[src/rtl/crc_pkg.sv]
package crc_pkg;

    localparam int MODE_W = 6;

    localparam logic [1:0] ADDR_MODE = 2'd0;
    localparam logic [1:0] ADDR_SEED = 2'd1;
    localparam logic [1:0] ADDR_DATA = 2'd2;

    localparam logic [15:0] POLY_CCITT16 = 16'h1021;
    localparam logic [15:0] POLY_ARC16   = 16'h8005;
    localparam logic [31:0] POLY_ETH32   = 32'h04C1_1DB7;

    typedef struct packed {
        logic       out_inv;
        logic       out_mirror;
        logic       in_inv;
        logic       in_mirror;
        logic [1:0] poly_sel;
    } mode_t;

endpackage

[src/rtl/crc_in_prep.sv]
module crc_in_prep #(
    parameter int BYTE_W = 8
) (
    input  logic [BYTE_W-1:0] byte_in,
    input  logic              mirror,
    input  logic              invert,
    output logic [BYTE_W-1:0] byte_out
);
    logic [BYTE_W-1:0] flipped;

    for (genvar i = 0; i < BYTE_W; i++) begin : g_flip
        assign flipped[i] = byte_in[BYTE_W-1-i];
    end

    always_comb begin
        byte_out = mirror ? flipped : byte_in;
        if (invert) begin
            byte_out = ~byte_out;
        end
    end
endmodule

[src/rtl/crc_byte_step.sv]
module crc_byte_step #(
    parameter int W      = 32,
    parameter int BYTE_W = 8
) (
    input  logic [W-1:0]      crc_in,
    input  logic [W-1:0]      poly,
    input  logic [BYTE_W-1:0] data,
    output logic [W-1:0]      crc_out
);
    always_comb begin
        logic fb;
        crc_out = crc_in;
        for (int i = BYTE_W - 1; i >= 0; i--) begin
            fb      = crc_out[W-1] ^ data[i];
            crc_out = {crc_out[W-2:0], 1'b0} ^ (fb ? poly : '0);
        end
    end
endmodule

[src/rtl/crc_sum_view.sv]
module crc_sum_view #(
    parameter int DATA_W   = 32,
    parameter int NARROW_W = 16
) (
    input  logic [DATA_W-1:0] acc,
    input  logic              wide,
    input  logic              mirror,
    input  logic              invert,
    output logic [DATA_W-1:0] view
);
    logic [DATA_W-1:0]   acc_rev_w;
    logic [NARROW_W-1:0] acc_rev_n;
    logic [DATA_W-1:0]   mask;

    for (genvar i = 0; i < DATA_W; i++) begin : g_rev_w
        assign acc_rev_w[i] = acc[DATA_W-1-i];
    end
    for (genvar j = 0; j < NARROW_W; j++) begin : g_rev_n
        assign acc_rev_n[j] = acc[NARROW_W-1-j];
    end

    always_comb begin
        mask = wide ? '1 : DATA_W'({NARROW_W{1'b1}});
        if (mirror) begin
            view = wide ? acc_rev_w : DATA_W'(acc_rev_n);
        end else begin
            view = acc & mask;
        end
        if (invert) begin
            view = view ^ mask;
        end
    end
endmodule

[src/rtl/crc_accel.sv]
module crc_accel
    import crc_pkg::*;
#(
    parameter int DATA_W   = 32,
    parameter int BYTE_W   = 8,
    parameter int NARROW_W = 16
) (
    input  logic              clk,
    input  logic              rst_n,
    input  logic              bus_wr,
    input  logic [1:0]        bus_addr,
    input  logic [1:0]        bus_size,
    input  logic [DATA_W-1:0] bus_wdata,
    output logic [DATA_W-1:0] bus_rdata,
    output logic              busy
);
    localparam int BYTES = DATA_W / BYTE_W;
    localparam int CNT_W = $clog2(BYTES + 1);

    typedef struct packed {
        mode_t             mode;
        logic [DATA_W-1:0] acc;
        logic [DATA_W-1:0] hold;
        logic [CNT_W-1:0]  cnt;
    } state_t;

    state_t d, q;

    logic              accept;
    logic [CNT_W-1:0]  n_bytes;
    logic [BYTE_W-1:0] raw_byte, prep_byte;
    logic [NARROW_W-1:0] poly_n, step_n;
    logic [DATA_W-1:0]   step_w, view;

    assign busy     = (q.cnt != '0);
    assign accept   = bus_wr && !busy;
    assign raw_byte = q.hold[DATA_W-1 -: BYTE_W];
    assign poly_n   = q.mode.poly_sel[0] ? NARROW_W'(POLY_ARC16) : NARROW_W'(POLY_CCITT16);

    always_comb begin
        case (bus_size)
            2'b00:   n_bytes = CNT_W'(1);
            2'b01:   n_bytes = CNT_W'(2);
            default: n_bytes = CNT_W'(BYTES);
        endcase
    end

    crc_in_prep #(.BYTE_W(BYTE_W)) u_prep (
        .byte_in (raw_byte),
        .mirror  (q.mode.in_mirror),
        .invert  (q.mode.in_inv),
        .byte_out(prep_byte)
    );

    crc_byte_step #(.W(NARROW_W), .BYTE_W(BYTE_W)) u_step_n (
        .crc_in (q.acc[NARROW_W-1:0]),
        .poly   (poly_n),
        .data   (prep_byte),
        .crc_out(step_n)
    );

    crc_byte_step #(.W(DATA_W), .BYTE_W(BYTE_W)) u_step_w (
        .crc_in (q.acc),
        .poly   (DATA_W'(POLY_ETH32)),
        .data   (prep_byte),
        .crc_out(step_w)
    );

    crc_sum_view #(.DATA_W(DATA_W), .NARROW_W(NARROW_W)) u_view (
        .acc   (q.acc),
        .wide  (q.mode.poly_sel[1]),
        .mirror(q.mode.out_mirror),
        .invert(q.mode.out_inv),
        .view  (view)
    );

    always_comb begin
        d = q;
        if (busy) begin
            d.acc  = q.mode.poly_sel[1] ? step_w : DATA_W'(step_n);
            d.hold = q.hold << BYTE_W;
            d.cnt  = q.cnt - 1'b1;
        end else if (accept) begin
            case (bus_addr)
                ADDR_MODE: d.mode = mode_t'(bus_wdata[MODE_W-1:0]);
                ADDR_SEED: d.acc  = bus_wdata;
                ADDR_DATA: begin
                    d.hold = bus_wdata << (BYTE_W * (BYTES - int'(n_bytes)));
                    d.cnt  = n_bytes;
                end
                default: ;
            endcase
        end
    end

    always_ff @(posedge clk or negedge rst_n) begin
        if (!rst_n) begin
            q <= '0;
        end else begin
            q <= d;
        end
    end

    assign bus_rdata = (bus_addr == ADDR_MODE) ? DATA_W'(q.mode) : view;

    assert_seed_load_R8: assert property (@(posedge clk) disable iff (!rst_n)
        (accept && bus_addr == ADDR_SEED) |=> (q.acc == $past(bus_wdata)));

    assert_mode_keeps_acc_R9: assert property (@(posedge clk) disable iff (!rst_n)
        (accept && bus_addr == ADDR_MODE) |=> $stable(q.acc));

    assert_stall_mode_R11: assert property (@(posedge clk) disable iff (!rst_n)
        (bus_wr && busy) |=> $stable(q.mode));

    assert_data_starts_busy_R10: assert property (@(posedge clk) disable iff (!rst_n)
        (accept && bus_addr == ADDR_DATA) |=> busy);

    assert_narrow_upper_R12: assert property (@(posedge clk) disable iff (!rst_n)
        (busy && !q.mode.poly_sel[1]) |=> (q.acc[DATA_W-1:NARROW_W] == '0));

    assert_view_narrow_R12: assert property (@(posedge clk) disable iff (!rst_n)
        (bus_addr != ADDR_MODE && !q.mode.poly_sel[1]) |-> (bus_rdata[DATA_W-1:NARROW_W] == '0));
endmodule

[config.mk]
export PLATFORM = sky130hd
export DESIGN_NAME = crc_accel
export DESIGN_NICKNAME = d
export VERILOG_FILES = /design/src/rtl/crc_pkg.sv /design/src/rtl/crc_in_prep.sv /design/src/rtl/crc_byte_step.sv /design/src/rtl/crc_sum_view.sv /design/src/rtl/crc_accel.sv
export SDC_FILE = /design/constraint.sdc
export NUM_CORES = 1
export LEC_CHECK = 0
export ABC_AREA = 1
export CELL_PAD_IN_SITES_DETAIL_PLACEMENT = 2
export CELL_PAD_IN_SITES_GLOBAL_PLACEMENT = 2
export CORE_MARGIN = 10
export CORE_UTILIZATION = 33
export CTS_BUF_LIST = sky130_fd_sc_hd__clkbuf_8
export DETAILED_ROUTE_END_ITERATION = 10
export PLACE_DENSITY_LB_ADDON = 0.1
export SYNTH_ARGS = -nofsm -noshare
export SYNTH_HDL_FRONTEND = slang
export SYNTH_SLANG_ARGS = --single-unit
[constraint.sdc]
create_clock -name clk -period 3.1 [get_ports clk]
set_input_delay 0.62 -clock clk [delete_from_list [all_inputs] [get_ports clk]]
set_output_delay 0.62 -clock clk [all_outputs]
set_load 0.1 [all_outputs]
==> results of run 1 <==
cell families after synthesis:
group | synth area share
xor+xnor | 0.127
fa+ha+maj | 0.00402
compound gates | 0.247
buf+inv | 0.104
flops | 0.294
simple gates | 0.223
synth_stat cells (4+ instances only):
| master | count | area [µm²] |
|---|---|---|
| o22ai_1 | 19 | 119 |
| nor2_1 | 47 | 176 |
| nand2_1 | 167 | 627 |
| clkinv_1 | 5 | 18.8 |
| a21oi_1 | 67 | 335 |
| xor2_1 | 67 | 587 |
| clkbuf_1 | 36 | 135 |
| a211oi_1 | 11 | 82.6 |
| inv_1 | 94 | 353 |
| xor2_2 | 5 | 81.3 |
| a221oi_1 | 8 | 70.1 |
| nand2_4 | 4 | 45.0 |
| o21ai_1 | 7 | 35.0 |
| nand3_2 | 12 | 120 |
| o221ai_1 | 6 | 52.6 |
| nand2_2 | 19 | 119 |
| dfrtp_1 | 73 | 1830 |
| o21ai_0 | 111 | 556 |
| nand3_1 | 49 | 245 |
| buf_1 | 5 | 18.8 |
| o211ai_1 | 13 | 97.6 |
| a22oi_1 | 10 | 75.1 |
| xnor2_1 | 14 | 123 |
| a31oi_1 | 5 | 31.3 |
worst paths after layout:
kind	startpoint	to	slack, ps	depth (start not counted)
worst max-delay path	q[69]	q[42]	-170	27
worst min-delay path	rst_n	q[8]	380	1
worst max register to register	q[69]	q[42]	-170	27
worst min register to register	q[22]	q[22]	490	2
max in group asynchronous	rst_n	q[34]	1950	1
min in group clk	q[22]	q[22]	490	2
metrics by stage:
step	area, µm²	utilization
2_1_floorplan	6400	-
3_3_place_gp	7940	0.426
3_5_place_dp	7940	0.426
4_1_cts	8510	0.457
5_1_grt	8780	0.471
6_report	8780	0.471
routing by layer:
layer  track usage  wire length (µm)  vias to the layer above
met2         0.441             16100                      210
met5             0                 0                        -
met3        0.0439              1490                       57
met1         0.311             13600                     3599
li1              -                 -                     3202
met4        0.0971              1160                        0
area by class of cell:
class | count | area [µm²]
Multi-Input combinational cell | 662 | 4290
Sequential cell | 73 | 1830
Antenna cell | 1 | 2.50
Inverter | 101 | 400
Clock buffer | 9 | 124
Timing Repair Buffer | 166 | 1800
Tap cell | 234 | 293
Fill cell | 2106 | 9860
Clock inverter | 7 | 46.3
timing repair:
item / CTS / global route
gates resized for setup: 46 / 48
pin swaps: 19 / 29
buffers inserted: 26 / 13
gates cloned: 1 / 0
setup endpoints to repair: 9 / 16
critical path: cells and delay by family, from the launching register on:
kind	cells	cell delay, ps
DFF	1	420
xor gates and xnor gates	1	170
AOI/OAI and AO/OA	3	380
and+or+nand+nor	15	1320
buffers and inverters	8	910
==> metrics.md, run 1 <==
| Metric | Value |
|---|---|
| Status | finished with violations |
| Violations in the final reports | negative setup slack |
| Post-synth top flop | dfrtp_1 |
| Number of buffers inserted during clock tree synthesis | 9 |
| HPWL reported at the end of detailed placement | ~24000 µm |
| Quantity of hold-fixing buffers added after cts | 0 |
| Async set-reset flop share out of synthesis | 1.00 |
| Crit end category | register |
| Most common cell after layout, fill and taps aside | nand2_1 |
| Critical Path Most Common Cell | nand2_2 |
| Post-synth EDFFs | 0 |
| Cell Count, Final, Fillers Out | around 1.3k |
| Delay of the slowest cell on the worst path | approximately 420 ps |
| Data required time of the worst path | ~3400 ps |
| Largest register by flop count | q |
| Top library cells by usage in the layout, fill and taps aside | 146 x nand2_1, 103 x o21ai_0, 92 x buf_4 |
| Count of final hold-check violations | 0 |
| Final setup skew | ~17 ps |
| Global routing usage summed across all routing layers | 0.256 |
| Total Routed Length | approximately 32000 µm |
| Biggest fanout along the worst timing path | 7 |
| Relative slew margins | 0.298 |
| Max FFs per register | 73 |
| PnR worst setup slack | -166 ps |
| Global placement routability congestion | ~0.92 |
| Share of layout cells above drive strength 1 | 0.269 |
| # DRC | 0 |
| Largest registers | q: 73 flops |
| Proportion of synthesized chip area in sequential cells | 0.294 |
| Portion of the clock cycle consumed by the worst path in the final layout | 1.05 |
| Number of antenna violations at the first check in global routing | 1 |
| Slew of the pin with the lowest slew margin | 1050 ps |
| Crit path max-delay cell type | dfrtp_2 |
| Number of nets in the finished design | roughly 1.1k |
| Max-cap violations | 0 |
| Die width | roughly 160 µm |
| Finish-stage setup viols | 12 |
| Vias per cell | 5.64 |
| Placement row count | 50 |
| Worst Path Arrival | 3590 ps |
| Htree depth | 3 |
| Relative area change from synthesis to final layout | 41.3% |
| Congestion Overflow GR | 0 |
| Worst hold margin | between 300 and 400 ps |
| Die footprint | 24700 µm² |
| Initial core utilization | 0.334 |
| CTS tree | done |
| Flops & latches, synth | 73 |
| Buffers on Ports | 71 |
| Final count of pins violating max slew | 0 |
| Chip Height | about 160 µm |
| Number of DRC violations after detailed-routing iteration 0 | between 400 and 500 |
| Startpoint type of the worst setup path | register |
| Number of buffers between clock root and the deepest sink | 2 |
| Hold/Removal Path Class | input pin to asynchronous set/reset pin |
| Number of global-route vias before repair | between 8k and 9k |
| Root Buffer | clkbuf_8 |
| TritonRoute pass-1 iters | 5 |
| Clock slew at reported path FFs | 100 ps |
| Number of top-level design ports | 72 |
| Ys Warns | 0 |
| ANT nets after route | 0 |
| Net Count, Synth | a little over 900 |
| Largest net degree at the start of global routing | 74 |
| Critical path class | register to register |
| Setup repair after global routing missed its margin | yes |
| Cell count after synthesis | 886 |
| Via count of the routed design | a little over 7k |
| Number of sinks handled by clock tree synthesis | 73 |
| Global-route wire length before repair | just under 50000 µm |
| Core area | around 19000 µm² |
| Cell count after placement | approximately 1.2k |
| Setup TNS | -1510 ps |
| Post-synth design cell area | between 6000 and 7000 µm² |
| Worst slack at placement | -365 ps |
| Highest achievable clock rate | about 300 MHz |
| Later-pin clock latency in the skew report | ~400 ps |
| DR WL/cell | around 26 µm |
| Count of distinct cell types in the synthesized netlist | 44 |
| Avg Inst Size Synth | ~7.0 µm² |
| Time the final worst path needs with I/O delays and setup | about 3300 ps |
Power of run 1 is not shown: default switching activity piles up to over one toggle a cycle in this logic, so the estimate is an artifact.
==> run 2, diff against run 1 <==
CORE_UTILIZATION = 32   (was 33)
CTS_BUF_LIST = not set   (was sky130_fd_sc_hd__clkbuf_8)
CTS_CLUSTER_SIZE = 30   (was not set)
==> run 2 against run 1 <==
The flow still finishes with violations (negative setup slack). First-iteration DRC count rose by 16%. Clock skew down 5.2 ps. Clock-buffer cell count grew 2. Setup slack worse by 130 ps. Final cell count up 2.0%. Critical path depth unchanged. Critical path type unchanged. Largest cell class unchanged.
==> metrics.md, run 2 (synthesis gave the netlist of run 1 again) <==
| Metric | Value |
|---|---|
| Number of buffers between clock root and the deepest sink | 2 |
| Total Routed Length | around 33000 µm |
| Delay of the slowest cell on the worst path | roughly 460 ps |
| Data required time of the worst path | 3320 ps |
| ANT nets after route | 0 |
| Most common cell after layout, fill and taps aside | nand2_1 |
| Number of DRC violations after detailed-routing iteration 0 | 472 |
| CTS tree | done |
| Final setup skew | approximately 12 ps |
| Critical Path Most Common Cell | nand2_4 |
| Buffers on Ports | 71 |
| Global-route wire length before repair | 47800 µm |
| Critical Path End | q[39] |
| Crit path max-delay cell type | dfrtp_2 |
| Count of final hold-check violations | 0 |
| # diodes | 0 |
| TritonRoute pass-1 iters | 4 |
| Worst reg2reg startpoint | q[69] |
| Startpoint type of the worst setup path | register |
| Die width | about 160 µm |
| Global placement routability congestion | about 0.88 |
| Largest registers | q: 73 flops |
| Number of antenna violations at the first check in global routing | 0 |
| # DRC | 0 |
| Number of top-level design ports | 72 |
| Largest net degree at the start of global routing | 74 |
| Area occupied by multi-input gates | roughly 4300 µm² |
| Clock slew at reported path FFs | ~60 ps |
| Slew of the pin with the lowest slew margin | approximately 1000 ps |
| Top library cells by usage in the layout, fill and taps aside | 148 x nand2_1, 105 x o21ai_0, 93 x buf_4 |
| Relative area change from synthesis to final layout | 43.4% |
| Initial core utilization | 0.329 |
| Max-cap violations | 0 |
| Hold/Removal Path Class | input pin to asynchronous set/reset pin |
| Number of nets in the finished design | roughly 1.1k |
| Setup repair after global routing missed its margin | yes |
| Chip Height | 159 µm |
| Worst Path Arrival | 3620 ps |
| Number of buffers inserted during clock tree synthesis | 9 |
| Biggest fanout along the worst timing path | 7 |
| Finish-stage setup viols | 12 |
| Placement row count | 50 |
| Launch point of the worst path | q[69] |
| Most used routing layer | met2 |
| Share of layout cells above drive strength 1 | 0.264 |
| Vias per cell | around 5.6 |
| Cell count after placement | roughly 1.2k |
| Routing usage on met2 | 0.400 |
| Core area | about 19000 µm² |
| Max FFs per register | 73 |
| Quantity of hold-fixing buffers added after cts | 0 |
| Root Buffer | clkbuf_16 |
| PnR worst setup slack | -299 ps |
| Global-route met3 utilization | 0.0444 |
| Die footprint | 25400 µm² |
| Relative slew margins | 0.303 |
| Met1 GRT Util | 0.295 |
| Setup TNS | -2720 ps |
| Number of global-route vias before repair | just under 8k |
| Crit end category | register |
| Htree depth | 3 |
| Final count of pins violating max slew | 0 |
| Via count of the routed design | ~7.2k |
| Later-pin clock latency in the skew report | ~360 ps |
| Capturing point of the worst reg2reg path | q[39] |
| Congestion Overflow GR | 0 |
| Cell Count, Final, Fillers Out | ~1.3k |
| Highest achievable clock rate | 294 MHz |
| Status | finished with violations |
| Worst Reg-to-Reg Cells | 27 |
| Fillcell total | around 2.1k |
| DR WL/cell | 25.6 µm |
| Violations in the final reports | negative setup slack |
| Global routing usage summed across all routing layers | 0.239 |
| Critical path class | register to register |
| Core occupancy in the finished layout | 0.472 |
| Reg-to-reg slack, setup | -300 ps |
| HPWL reported at the end of detailed placement | ~24000 µm |
| Largest register by flop count | q |
| Time the final worst path needs with I/O delays and setup | 3400 ps |
| Storage cell area | approximately 1800 µm² |
| Portion of the clock cycle consumed by the worst path in the final layout | 1.10 |
| Number of sinks handled by clock tree synthesis | 73 |
-- run 2: cell types whose count changed in the layout (fill, tap and decap cells not counted), moves of 3 or more --
| cell | change |
|---|---|
| nand3_1 | +3 |
| clkbuf_16 | +9 |
| clkbuf_8 | -8 |
| nand3_4 | +3 |
| nand3_2 | -6 |
-- run 2: worst min path at each step --
| stage | slack [ps] | endpoint | from | cells past startpoint |
|---|---|---|---|---|
| detailed placement | 480 | q[21] | q[21] | 2 |
| global route | 530 | q[23] | rst_n | 1 |
| CTS | 490 | q[15] | rst_n | 1 |
| global placement | 470 | q[20] | q[20] | 2 |
| floorplan | 320 | q[0] | rst_n | 0 |
| finish | 440 | q[7] | rst_n | 1 |
-- run 2: metrics by stage --
| stage | instance area (µm²) | setup slack [ps] | hold slack [ps] |
|---|---|---|---|
| floorplan | 6400 | -903 | 324 |
| global placement | 7960 | -182 | 466 |
| detailed placement | 7960 | -422 | 478 |
| CTS | 8630 | -63.6 | 490 |
| global route | 8920 | -534 | 530 |
| finish | 8920 | -299 | 440 |
-- run 2: final cells by class --
class,count,share of cell area
flip-flops and latches,73,0.205
repair buffers,166,0.202
multi-input cells,662,0.478
clock inverters,5,0.00716
inverters,101,0.0439
clock buffers,11,0.0272
well taps,260,0.0365
-- run 2: timing repair --
action / CTS / global route
pin swaps: 11 / 28
buffers inserted: 24 / 13
resized for setup: 42 / 43
gates cloned: 1 / 0
endpoints found under the setup margin: 10 / 15
-- run 2: worst max-delay path: cells and delay by family (launching register included) --
kind            cells  cell delay [ps]
compound gates      4              710
buf+inv             4              520
flops               1              460
simple gates       19             1560
-- run 2: routing by layer --
metal / vias to the layer above / wire (µm) / share of wire
li1: 3212 / - / -
met1: 3717 / 14200 / 0.43
met2: 191 / 16100 / 0.49
met3: 44 / 1380 / 0.042
met4: 0 / 1040 / 0.032
met5: - / 0 / 0
Power of run 2 is left out for the same reason.
